<file path="config.mk">
export PLATFORM = sky130hd
export DESIGN_NAME = otp_seq
export DESIGN_NICKNAME = d
export VERILOG_FILES = /design/src/rtl/otp_seq_pkg.sv /design/src/rtl/otp_seq_rstsync.sv /design/src/rtl/otp_seq_fsm.sv /design/src/rtl/otp_seq_latch.sv /design/src/rtl/otp_seq_pins.sv /design/src/rtl/otp_seq.sv
export SDC_FILE = /design/constraint.sdc
export NUM_CORES = 1
export LEC_CHECK = 0
export CAP_MARGIN = 20
export CELL_PAD_IN_SITES_DETAIL_PLACEMENT = 1
export CELL_PAD_IN_SITES_GLOBAL_PLACEMENT = 1
export CORE_ASPECT_RATIO = 0.6
export CORE_MARGIN = 5
export CORE_UTILIZATION = 35
export CTS_BUF_LIST = sky130_fd_sc_hd__clkbuf_16
export DETAILED_ROUTE_END_ITERATION = 7
export PLACE_DENSITY_LB_ADDON = 0.25
export SETUP_SLACK_MARGIN = 0.15
export SLEW_MARGIN = 15
export SYNTH_ARGS = -nofsm -noshare
export SYNTH_HDL_FRONTEND = slang
export SYNTH_SLANG_ARGS = --single-unit
</file>
<file path="constraint.sdc">
create_clock -name clk -period 1.5 [get_ports clk]
set_input_delay 0.225 -clock clk [delete_from_list [all_inputs] [get_ports clk]]
set_output_delay 0.225 -clock clk [all_outputs]
set_load 0.02 [all_outputs]
</file>
<file path="src/rtl/otp_seq_pkg.sv">
package otp_seq_pkg;
  typedef enum logic [3:0] {
    S_IDLE,
    S_UP_LO,
    S_UP_VDD,
    S_UP_HI,
    S_SETUP,
    S_STROBE,
    S_HOLD,
    S_DN_HI,
    S_DN_VDD,
    S_DN_LO
  } seq_state_e;
endpackage

</file>
<file path="src/rtl/otp_seq_rstsync.sv">
module otp_seq_rstsync (
  input  logic clk,
  input  logic rst_n_in,
  output logic rst_n_out
);
  logic [1:0] sync_q;

  always_ff @(posedge clk or negedge rst_n_in) begin
    if (!rst_n_in) sync_q <= 2'b00;
    else           sync_q <= {sync_q[0], 1'b1};
  end

  assign rst_n_out = sync_q[1];
endmodule

</file>
<file path="src/rtl/otp_seq_fsm.sv">
module otp_seq_fsm
  import otp_seq_pkg::*;
#(
  parameter int T_LO  = 3,
  parameter int T_VDD = 4,
  parameter int T_CEN = 2,
  parameter int T_HI  = 5,
  parameter int T_SU  = 2,
  parameter int T_ST  = 4,
  parameter int T_HD  = 2,
  parameter int T_DN  = 3
) (
  input  logic       clk,
  input  logic       rst_n,
  input  logic       req_valid,
  input  logic       op_prog,
  output seq_state_e state_q,
  output seq_state_e state_d,
  output logic       step_last,
  output logic       accept
);
  localparam int T_PWR = T_VDD + T_CEN;
  localparam int CW    = $clog2(T_LO + T_PWR + T_HI + T_SU + T_ST + T_HD + T_DN + 2);

  logic [CW-1:0] cnt_q, cnt_d;

  function automatic logic [CW-1:0] step_len(seq_state_e s);
    case (s)
      S_UP_LO:  return CW'(T_LO - 1);
      S_UP_VDD: return CW'(T_PWR - 1);
      S_UP_HI:  return CW'(T_HI - 1);
      S_SETUP:  return CW'(T_SU - 1);
      S_STROBE: return CW'(T_ST - 1);
      S_HOLD:   return CW'(T_HD - 1);
      S_DN_HI:  return CW'(T_DN - 1);
      S_DN_VDD: return CW'(T_DN - 1);
      default:  return '0;
    endcase
  endfunction

  assign step_last = (cnt_q == '0);

  always_comb begin
    state_d = state_q;
    cnt_d   = cnt_q;
    accept  = 1'b0;
    if (state_q == S_IDLE) begin
      if (req_valid) begin
        accept  = 1'b1;
        state_d = S_UP_LO;
      end
    end else if (!step_last) begin
      cnt_d = cnt_q - 1'b1;
    end else begin
      case (state_q)
        S_UP_LO:  state_d = S_UP_VDD;
        S_UP_VDD: state_d = op_prog ? S_UP_HI : S_SETUP;
        S_UP_HI:  state_d = S_SETUP;
        S_SETUP:  state_d = S_STROBE;
        S_STROBE: state_d = S_HOLD;
        S_HOLD:   state_d = op_prog ? S_DN_HI : S_DN_VDD;
        S_DN_HI:  state_d = S_DN_VDD;
        S_DN_VDD: state_d = S_DN_LO;
        default:  state_d = S_IDLE;
      endcase
    end
    if (state_d != state_q) cnt_d = step_len(state_d);
  end

  always_ff @(posedge clk or negedge rst_n) begin
    if (!rst_n) begin
      state_q <= S_IDLE;
      cnt_q   <= '0;
    end else begin
      state_q <= state_d;
      cnt_q   <= cnt_d;
    end
  end

  // once running, only the step sequence moves the state, never a new request
  p_no_restart_r10: assert property (@(posedge clk) disable iff (!rst_n)
    (state_q != S_IDLE && req_valid) |=> (state_q != S_UP_LO || $past(state_q) == S_UP_LO));
endmodule

</file>
<file path="src/rtl/otp_seq_latch.sv">
module otp_seq_latch #(
  parameter int AW = 7,
  parameter int DW = 8
) (
  input  logic          clk,
  input  logic          rst_n,
  input  logic          accept,
  input  logic          req_prog,
  input  logic [AW-1:0] req_addr,
  input  logic [DW-1:0] req_wdata,
  output logic          op_prog,
  output logic [AW-1:0] op_addr,
  output logic [DW-1:0] op_wdata
);
  always_ff @(posedge clk or negedge rst_n) begin
    if (!rst_n) begin
      op_prog  <= 1'b0;
      op_addr  <= '0;
      op_wdata <= '0;
    end else if (accept) begin
      op_prog  <= req_prog;
      op_addr  <= req_addr;
      op_wdata <= req_wdata;
    end
  end

  // operands move only on acceptance
  p_operands_held_r11: assert property (@(posedge clk) disable iff (!rst_n)
    !accept |=> ($stable(op_addr) && $stable(op_wdata) && $stable(op_prog)));
endmodule

</file>
<file path="src/rtl/otp_seq_pins.sv">
module otp_seq_pins
  import otp_seq_pkg::*;
#(
  parameter int DW    = 8,
  parameter int T_VDD = 4,
  parameter int T_CEN = 2
) (
  input  logic          clk,
  input  logic          rst_n,
  input  seq_state_e    state_q,
  input  seq_state_e    state_d,
  input  logic          step_last,
  input  logic          op_prog,
  input  logic [DW-1:0] mem_rdata,
  output logic          en_vpp_lo,
  output logic          en_vdd,
  output logic          en_vpp_hi,
  output logic          mem_rd,
  output logic          mem_pgm,
  output logic          busy,
  output logic          done,
  output logic [DW-1:0] rd_data
);
  localparam int T_PWR = T_VDD + T_CEN;
  localparam int AGE_W = $clog2(T_PWR + 2);

  logic lo_d, vdd_d, hi_d, rd_d, pgm_d, busy_d, done_d, cap_en;
  logic [AGE_W-1:0] vdd_age_q;

  always_comb begin
    lo_d   = !(state_d inside {S_IDLE, S_DN_LO});
    vdd_d  = state_d inside {S_UP_VDD, S_UP_HI, S_SETUP, S_STROBE, S_HOLD, S_DN_HI};
    hi_d   = op_prog && (state_d inside {S_UP_HI, S_SETUP, S_STROBE, S_HOLD});
    rd_d   = !op_prog && (state_d == S_STROBE);
    pgm_d  = op_prog && (state_d == S_STROBE);
    busy_d = (state_d != S_IDLE);
    done_d = (state_d == S_DN_LO);
    cap_en = (state_q == S_STROBE) && step_last && !op_prog;
  end

  always_ff @(posedge clk or negedge rst_n) begin
    if (!rst_n) begin
      en_vpp_lo <= 1'b0;
      en_vdd    <= 1'b0;
      en_vpp_hi <= 1'b0;
      mem_rd    <= 1'b0;
      mem_pgm   <= 1'b0;
      busy      <= 1'b0;
      done      <= 1'b0;
    end else begin
      en_vpp_lo <= lo_d;
      en_vdd    <= vdd_d;
      en_vpp_hi <= hi_d;
      mem_rd    <= rd_d;
      mem_pgm   <= pgm_d;
      busy      <= busy_d;
      done      <= done_d;
    end
  end

  always_ff @(posedge clk or negedge rst_n) begin
    if (!rst_n)      rd_data <= '0;
    else if (cap_en) rd_data <= mem_rdata;
  end

  always_ff @(posedge clk or negedge rst_n) begin
    if (!rst_n)                         vdd_age_q <= '0;
    else if (!en_vdd)                   vdd_age_q <= '0;
    else if (vdd_age_q != AGE_W'(T_PWR)) vdd_age_q <= vdd_age_q + 1'b1;
  end

  p_vdd_needs_lo_r1: assert property (@(posedge clk) disable iff (!rst_n)
    en_vdd |-> en_vpp_lo);
  p_hi_needs_vdd_r2: assert property (@(posedge clk) disable iff (!rst_n)
    en_vpp_hi |-> en_vdd);
  p_pgm_under_hv_r2: assert property (@(posedge clk) disable iff (!rst_n)
    mem_pgm |-> en_vpp_hi);
  p_hv_gone_first_r3: assert property (@(posedge clk) disable iff (!rst_n)
    $fell(en_vdd) |-> !$past(en_vpp_hi));
  p_rd_gone_first_r4: assert property (@(posedge clk) disable iff (!rst_n)
    $fell(en_vdd) |-> !$past(mem_rd));
  p_ctrl_after_cen_r5: assert property (@(posedge clk) disable iff (!rst_n)
    ($rose(mem_rd) || $rose(mem_pgm)) |-> (vdd_age_q >= AGE_W'(T_PWR)));
  p_done_powered_off_r9: assert property (@(posedge clk) disable iff (!rst_n)
    done |-> (busy && !en_vpp_lo && !en_vdd && !en_vpp_hi));
  p_done_single_r9: assert property (@(posedge clk) disable iff (!rst_n)
    done |=> !done);
  p_one_strobe_r12: assert property (@(posedge clk) disable iff (!rst_n)
    $onehot0({mem_rd, mem_pgm}));
endmodule

</file>
<file path="src/rtl/otp_seq.sv">
module otp_seq
  import otp_seq_pkg::*;
#(
  parameter int AW    = 7,
  parameter int DW    = 8,
  parameter int T_LO  = 3,
  parameter int T_VDD = 4,
  parameter int T_CEN = 2,
  parameter int T_HI  = 5,
  parameter int T_SU  = 2,
  parameter int T_ST  = 4,
  parameter int T_HD  = 2,
  parameter int T_DN  = 3
) (
  input  logic          clk,
  input  logic          rst_n,
  input  logic          req_valid,
  input  logic          req_prog,
  input  logic [AW-1:0] req_addr,
  input  logic [DW-1:0] req_wdata,
  output logic          busy,
  output logic          done,
  output logic [DW-1:0] rd_data,
  output logic          en_vpp_lo,
  output logic          en_vdd,
  output logic          en_vpp_hi,
  output logic [AW-1:0] mem_addr,
  output logic [DW-1:0] mem_wdata,
  output logic          mem_rd,
  output logic          mem_pgm,
  output logic [1:0]    mem_tmode,
  input  logic [DW-1:0] mem_rdata
);
  logic       rst_ns;
  logic       accept, step_last, op_prog;
  seq_state_e state_q, state_d;

  otp_seq_rstsync u_rst (
    .clk       (clk),
    .rst_n_in  (rst_n),
    .rst_n_out (rst_ns)
  );

  otp_seq_fsm #(
    .T_LO(T_LO), .T_VDD(T_VDD), .T_CEN(T_CEN), .T_HI(T_HI),
    .T_SU(T_SU), .T_ST(T_ST), .T_HD(T_HD), .T_DN(T_DN)
  ) u_fsm (
    .clk       (clk),
    .rst_n     (rst_ns),
    .req_valid (req_valid),
    .op_prog   (op_prog),
    .state_q   (state_q),
    .state_d   (state_d),
    .step_last (step_last),
    .accept    (accept)
  );

  otp_seq_latch #(.AW(AW), .DW(DW)) u_latch (
    .clk       (clk),
    .rst_n     (rst_ns),
    .accept    (accept),
    .req_prog  (req_prog),
    .req_addr  (req_addr),
    .req_wdata (req_wdata),
    .op_prog   (op_prog),
    .op_addr   (mem_addr),
    .op_wdata  (mem_wdata)
  );

  otp_seq_pins #(.DW(DW), .T_VDD(T_VDD), .T_CEN(T_CEN)) u_pins (
    .clk       (clk),
    .rst_n     (rst_ns),
    .state_q   (state_q),
    .state_d   (state_d),
    .step_last (step_last),
    .op_prog   (op_prog),
    .mem_rdata (mem_rdata),
    .en_vpp_lo (en_vpp_lo),
    .en_vdd    (en_vdd),
    .en_vpp_hi (en_vpp_hi),
    .mem_rd    (mem_rd),
    .mem_pgm   (mem_pgm),
    .busy      (busy),
    .done      (done),
    .rd_data   (rd_data)
  );

  assign mem_tmode = 2'b00;

  // address never moves under an active strobe
  p_addr_still_r11: assert property (@(posedge clk) disable iff (!rst_ns)
    ((mem_rd || mem_pgm) && $past(mem_rd || mem_pgm)) |-> $stable(mem_addr));
  // no strobe outside an operation
  p_strobe_in_op_r12: assert property (@(posedge clk) disable iff (!rst_ns)
    (mem_rd || mem_pgm) |-> busy);
endmodule

</file>
Word-level counts from Yosys, hierarchy flattened. Memories as Yosys holds them, arrays and structs flattened. Cells that the tools add are included.

Reduce and logical (&&, ||, !) cells: 15. Equal/unequal tests: 18. $add $sub $neg: 1. Muxes and demuxes: 11.

Operator list (count): $eq 4x3->1 const B (8); $pmux 4 s8 (1); $eq 4x2->1 const B (4); $mux 4 (4); $mux 5 (3); $eq 4x4->1 const B (2); $logic_not 4->1 (2); $reduce_bool 4->1 (2); $reduce_bool 6->1 (1); $logic_and 1x1->1 (5); $logic_not 5->1 (1); $sub 5x1->5 const B (1); $eq 4x1->1 const B (1); $ne 2x2->1 const B (2); $ne 4x4->1 (1); $mux 3 (1); $logic_not 1->1 (2); $mux 1 (2); $reduce_and 2->1 (1); $reduce_bool 2->1 (1).

ROM bits: 48. Output and inout port bits: 32. Bits in registers: 42. Memories: 1.

Memories: (name not given) (depth 16, width 3, read ports 1, clocked after memory_dff 0, write ports 0, line otp_seq_fsm.sv:28) `case (s)`.

Longest topological paths before layout.
Depth after elaboration: 7. Depth in mapped cells: 8. Gate-level depth less buffers: 7.

Cells and area by module. A second synthesis with hierarchy kept.

Cell total of the unflattened synthesis: 141. Area, all modules: 1929.4 um^2.

By module, submodules not included: otp_seq_latch (sequential area each 400.4 um^2, cells each 34, area an instance 649.4 um^2, instances 1); otp_seq_fsm (sequential area each 225.2 um^2, cells each 63, area an instance 636.9 um^2, instances 1); otp_seq_pins (sequential area each 375.4 um^2, cells each 38, area an instance 570.5 um^2, instances 1); otp_seq_rstsync (sequential area each 50.0 um^2, cells each 3, area an instance 53.8 um^2, instances 1); otp_seq (sequential area each 0.0 um^2, cells each 3, area an instance 18.8 um^2, instances 1).

Least setup slack after synthesis. Ideal clock, no wire load.

Path kind: flip-flop to flip-flop. Start point: register u_fsm.cnt_q[0]. End point: register u_pins.rd_data[0]. Period minus slack after synthesis: 2.042 ns. Cell stages (with the launch flop): 9. Arrival: 1.918 ns. Data required time: 1.375 ns. Path buffers: 1. Path slack: -0.542 ns. Path through: dfrtp_1 > inv_1 > ha_1 > nor4b_2 > and2_1 > nand2_1 > or3_1 > buf_2 > mux2_2.

Cells in the longest elaborated chain, start to end: 3.

Ends and longest elaborated chain: start: declaration (line otp_seq_fsm.sv:25) `logic [CW-1:0] cnt_q, cnt_d;`; start signal: assignment (line otp_seq_fsm.sv:76) `cnt_q <= cnt_d;`; $logic_not 5->1 (line otp_seq_fsm.sv:41) `assign step_last = (cnt_q == '0);`; $logic_and 1x1->1 (2 in a row) (line otp_seq_pins.sv:38) `cap_en = (state_q == S_STROBE) && step_last && !op_prog;`; end signal: assignment (line otp_seq_pins.sv:63) `else if (cap_en) rd_data <= mem_rdata;`; end: declaration (line otp_seq_pins.sv:22) `output logic [DW-1:0] rd_data`.

No other way between the ends. A chain may end at the register's enable or synchronous reset.

Worst setup path in the final report.
Start point: register u_fsm.cnt_q[0]. End point: register u_pins.busy.

Cells in the longest elaborated chain, start to end: 4.

Ends and longest elaborated chain: $logic_not 5->1 (line otp_seq_fsm.sv:41); $mux 4 (line otp_seq_fsm.sv:52) `end else if (!step_last) begin`; $mux 4 (line otp_seq_fsm.sv:47) `if (state_q == S_IDLE) begin`; named net state_d[0] (line otp_seq.sv:36) `seq_state_e state_q, state_d;`; $reduce_bool 4->1 (line otp_seq_pins.sv:36) `busy_d = (state_d != S_IDLE);`; named net u_pins.busy_d (line otp_seq_pins.sv:27) `logic lo_d, vdd_d, hi_d, rd_d, pgm_d, busy_d, done_d, cap_en;`; end signal: assignment (line otp_seq_pins.sv:56) `busy <= busy_d;`; end: declaration (line otp_seq_pins.sv:20) `output logic busy,`.

The timed path passes the listed nets, and every way through them passes these cells.

==> summary.md <==
| Metric | Value |
|---|---|
| Status | finished with violations |
| Violated checks | setup timing |
| Routability-driven placement congestion ratio | around 0.88 |
| Total routing usage reported by global routing | 19.9% |
| Max Cap Violations | 0 |
| Startpoint of the lowest-slack register-to-register path | u_fsm.cnt_q[0] |
| Pin slew with the least headroom to its limit | 630 ps |
| Post-synthesis adder-cell area fraction | 1.37% |
| Worst R2R Path Depth | 9 |
| Crit Reg-Reg Endpoint | u_pins.busy |
| Antenna violations before repair | 0 |
| Port Buffers | 56 |
| Total power divided by cell area | 2220 mW/mm2 |
| Worst setup endpoint | u_pins.busy |
| Kind of critical path | flip-flop to flip-flop |
| Multiplexer share of the synthesized area | between 10% and 20% |
| P&R area growth vs syn | 75.9% |
| Pleak | 0.00149 uW |
| Final number of setup-violating endpoints | 40 |
| Clock edge transition at the registers on the reported setup and hold paths | 70 ps |
| Slack of the worst reg-to-reg path | -620 ps |
| Count of flip-flops with a built-in enable after synthesis | 0 |
| Maximum root-to-sink buffer count | 2 |
| Clock period minus worst slack | 2120 ps |
| Synthesized area divided by synthesized cell count | 12.4 um2 |
| Peak supply drop | 1.16 mV |
| Data required time of the critical path | approximately 1600 ps |
| GRT Residual Overflow | 0 |
| Drt initial violations | 64 |
| Relative slew slack | 57.8% |
| Count of warnings emitted by yosys | 0 |
| Dominant synthesized flop cell | sky130_fd_sc_hd__dfrtp_1 |
| Total placed instance area | between 0.002 and 0.003 mm2 |
| DRC viols | 0 |
| Finished layout cell area | ~0.0032 mm2 |
| Layout filler cell count | 509 |
| Hold violation total from the final report | 0 |
| Count of unique library cells instantiated by Yosys | 41 |
| Sequential area share after synthesis | 57.3% |
| Setup crit end kind | flip-flop |
| Detailed Route WL | 6880 um |
| Overall die height | 66.1 um |
| Number of routed nets with antenna violations | 0 |
| Placeable Area | ~0.0051 mm2 |
| Diodes inserted | 0 |
| Clock sink count | 42 |
| Cell types occupying the most area after synthesis | sky130_fd_sc_hd__dfrtp_1 (57%), sky130_fd_sc_hd__mux2_2 (15%), sky130_fd_sc_hd__xnor2_1 (1.9%) |
| Clock tree from TritonCTS | yes |
| Arrival @ worst endpoint | 2250 ps |
| Max Fclk | 472 MHz |
| Async SR Flop Fraction | 100% |
| Final Max Tran Viols | 0 |
| Per-cell via count in the routed design | 5.04 |
| Average wire per standard cell | 20.8 um |
| Die Wd | around 100 um |
| Number of buffers created by CTS | 5 |
| Synthesized instance count | 148 |
| Clock insertion delay at the later pin of the skew report | around 300 ps |
| CP max FO | 5 |
| Share of the clock period used by the worst path after layout | 141% |
| Biggest area consumer among synthesized cells | sky130_fd_sc_hd__dfrtp_1 |
| Row count | 20 |
| Clock skew | approximately 9.8 ps |
| Commonest cells after routing, fill and taps aside | sky130_fd_sc_hd__buf_4 (52), sky130_fd_sc_hd__dfrtp_1 (40), sky130_fd_sc_hd__dlygate4sd2_1 (30) |
| Final net count | 293 |
| Tightest hold margin | 91.0 ps |
| Main combinational cell family by area after synthesis | multiplexers |
| Compound-Gate Fraction of Synth Area | 8.87% |
| Unrepaired setup endpoints after global routing | yes |
| Post-synthesis share of cell area spent on xor and xnor gates | under 10% |
| Hold buffer count at CTS | 0 |
| HPWL after DPL | roughly 4000 um |
| Most common cell after layout, fill and taps aside | sky130_fd_sc_hd__buf_4 |
| Fraction of layout cells with a size suffix above 1 | 45.7% |
| Starting density of the core | 36.3% |
| Post-Synth Simple-Gate Area | 11.3% |
| I/O pin total | about 60 |
| Fin worst setup slack | -617 ps |
| Cell Area, Synth | around 0.0018 mm2 |
| DRT Pass-1 Iters | 4 |
| Number of synthesized register bits | 42 |
| Top cell type's share of synthesized area | a little under three fifths |
| Worst Setup Start Kind | flip-flop |
| First-pass GRT wire length | 10,100 um |
| Worst hold path class | input pin to async pin |
| Number of vias in the routed layout | 1,667 |
| Clock H-tree levels | 2 |
| Critical path startpoint | u_fsm.cnt_q[0] |
| Via count of the first global-routing pass | approximately 1,800 |
| Maximum number of pins on one net before global-route repair | 16 |
| Clock root buffer | sky130_fd_sc_hd__clkbuf_16 |
| Die area | 0.00683 mm2 |
-- synth_stat cells, types with 2 or more instances --
cell / count
sky130_fd_sc_hd__dfrtp_1: 42
sky130_fd_sc_hd__inv_1: 5
sky130_fd_sc_hd__a21oi_1: 2
sky130_fd_sc_hd__nand4_1: 2
sky130_fd_sc_hd__o21ai_0: 3
sky130_fd_sc_hd__buf_4: 2
sky130_fd_sc_hd__conb_1: 2
sky130_fd_sc_hd__o21ai_1: 3
sky130_fd_sc_hd__nand2b_1: 2
sky130_fd_sc_hd__buf_2: 3
sky130_fd_sc_hd__a31oi_1: 2
sky130_fd_sc_hd__nor4_1: 2
sky130_fd_sc_hd__mux2_2: 25
sky130_fd_sc_hd__nand3_1: 2
sky130_fd_sc_hd__clkbuf_1: 4
sky130_fd_sc_hd__nand2_1: 7
sky130_fd_sc_hd__xnor2_1: 4
sky130_fd_sc_hd__nor2_1: 9
sky130_fd_sc_hd__ha_1: 2
sky130_fd_sc_hd__nor3_1: 4
-- cell families (layout without fill, tap and decap cells) --
logic type | after synthesis | in the layout
DFF | 42 | 42
muxes | 25 | 25
adders and majority gates | 2 | 2
xor gates and xnor gates | 4 | 4
AOI/OAI and AO/OA | 22 | 22
and+or+nand+nor | 37 | 37
buffers and inverters | 14 | 130
other | 2 | 3
-- worst max-delay path: stages (launching register included) --
cell	delay [ps]
sky130_fd_sc_hd__dfrtp_1	390
sky130_fd_sc_hd__inv_2	100
sky130_fd_sc_hd__ha_4	140
sky130_fd_sc_hd__or4b_4	510
sky130_fd_sc_hd__a22oi_2	270
sky130_fd_sc_hd__o21ai_4	140
sky130_fd_sc_hd__buf_6	150
sky130_fd_sc_hd__buf_6	110
sky130_fd_sc_hd__nor2_4	60
sky130_fd_sc_hd__nand2_1	70
-- final cells by class --
cell class	count	area [um2]	area share [%]
multi-input combinational	93	887	27.5
sequential	42	1050	32.7
inverter	5	18.8	0.582
clock inverter	3	17.5	0.543
timing repair buffer	117	1040	32.2
tap	66	82.6	2.56
clock buffer	5	125	3.88
-- stage by stage --
stage / TNS, ps / setup slack, ps / utilization (%) / cells / power [uW]
after floorplan: -7960 / -447 / - / 149 / 3660
after global placement: -12250 / -517 / 55.3 / 303 / 5250
after detailed placement: -13780 / -679 / 55.3 / 303 / 5390
after CTS: -11340 / -530 / 61.2 / 324 / 6540
after global routing: -17070 / -701 / 63.8 / 331 / 7570
final: -14560 / -617 / 63.8 / 331 / 7150
-- report_power, final --
part / internal [uW] / switching (uW)
sequential: 1640 / 376
clock: 611 / 478
combinational: 2070 / 1980
-- how the worst min path moves through the flow --
stage / startpoint / to / slack, ps / depth (start not counted)
6_report: rst_n / u_rst.sync_q[1] / 90 / 1
5_1_grt: rst_n / u_rst.sync_q[1] / 80 / 1
4_1_cts: rst_n / u_rst.sync_q[0] / 100 / 1
3_5_place_dp: u_rst.sync_q[1] / u_pins.rd_data[0] / 210 / 0
3_3_place_gp: u_rst.sync_q[1] / u_pins.rd_data[0] / 190 / 0
2_1_floorplan: rst_n / u_rst.sync_q[0] / -70 / 0
-- timing repair --
item | CTS | global route
endpoints found under the setup margin | 70 | 40
setup buffers | 12 | 7
cloned | 1 | 0
pin swaps | 11 | 10
gates resized for setup | 50 | 16
-- routing by layer --
layer	vias up	wire length (um)	global-route usage, %
li1	754	-	-
met1	820	3080	27.2
met2	83	3090	30.3
met3	10	588	7.06
met4	0	121	4.04
met5	-	0	0
-- sequential cells by signal, summed over array words and instances (netlist names), 2 cells and up --
register,flops
u_fsm.state_q,4
u_latch.op_wdata,8
u_latch.op_addr,7
u_fsm.cnt_q,5
u_rst.sync_q,2
u_pins.rd_data,8
Note: power is estimated with default switching activity, not from simulation.
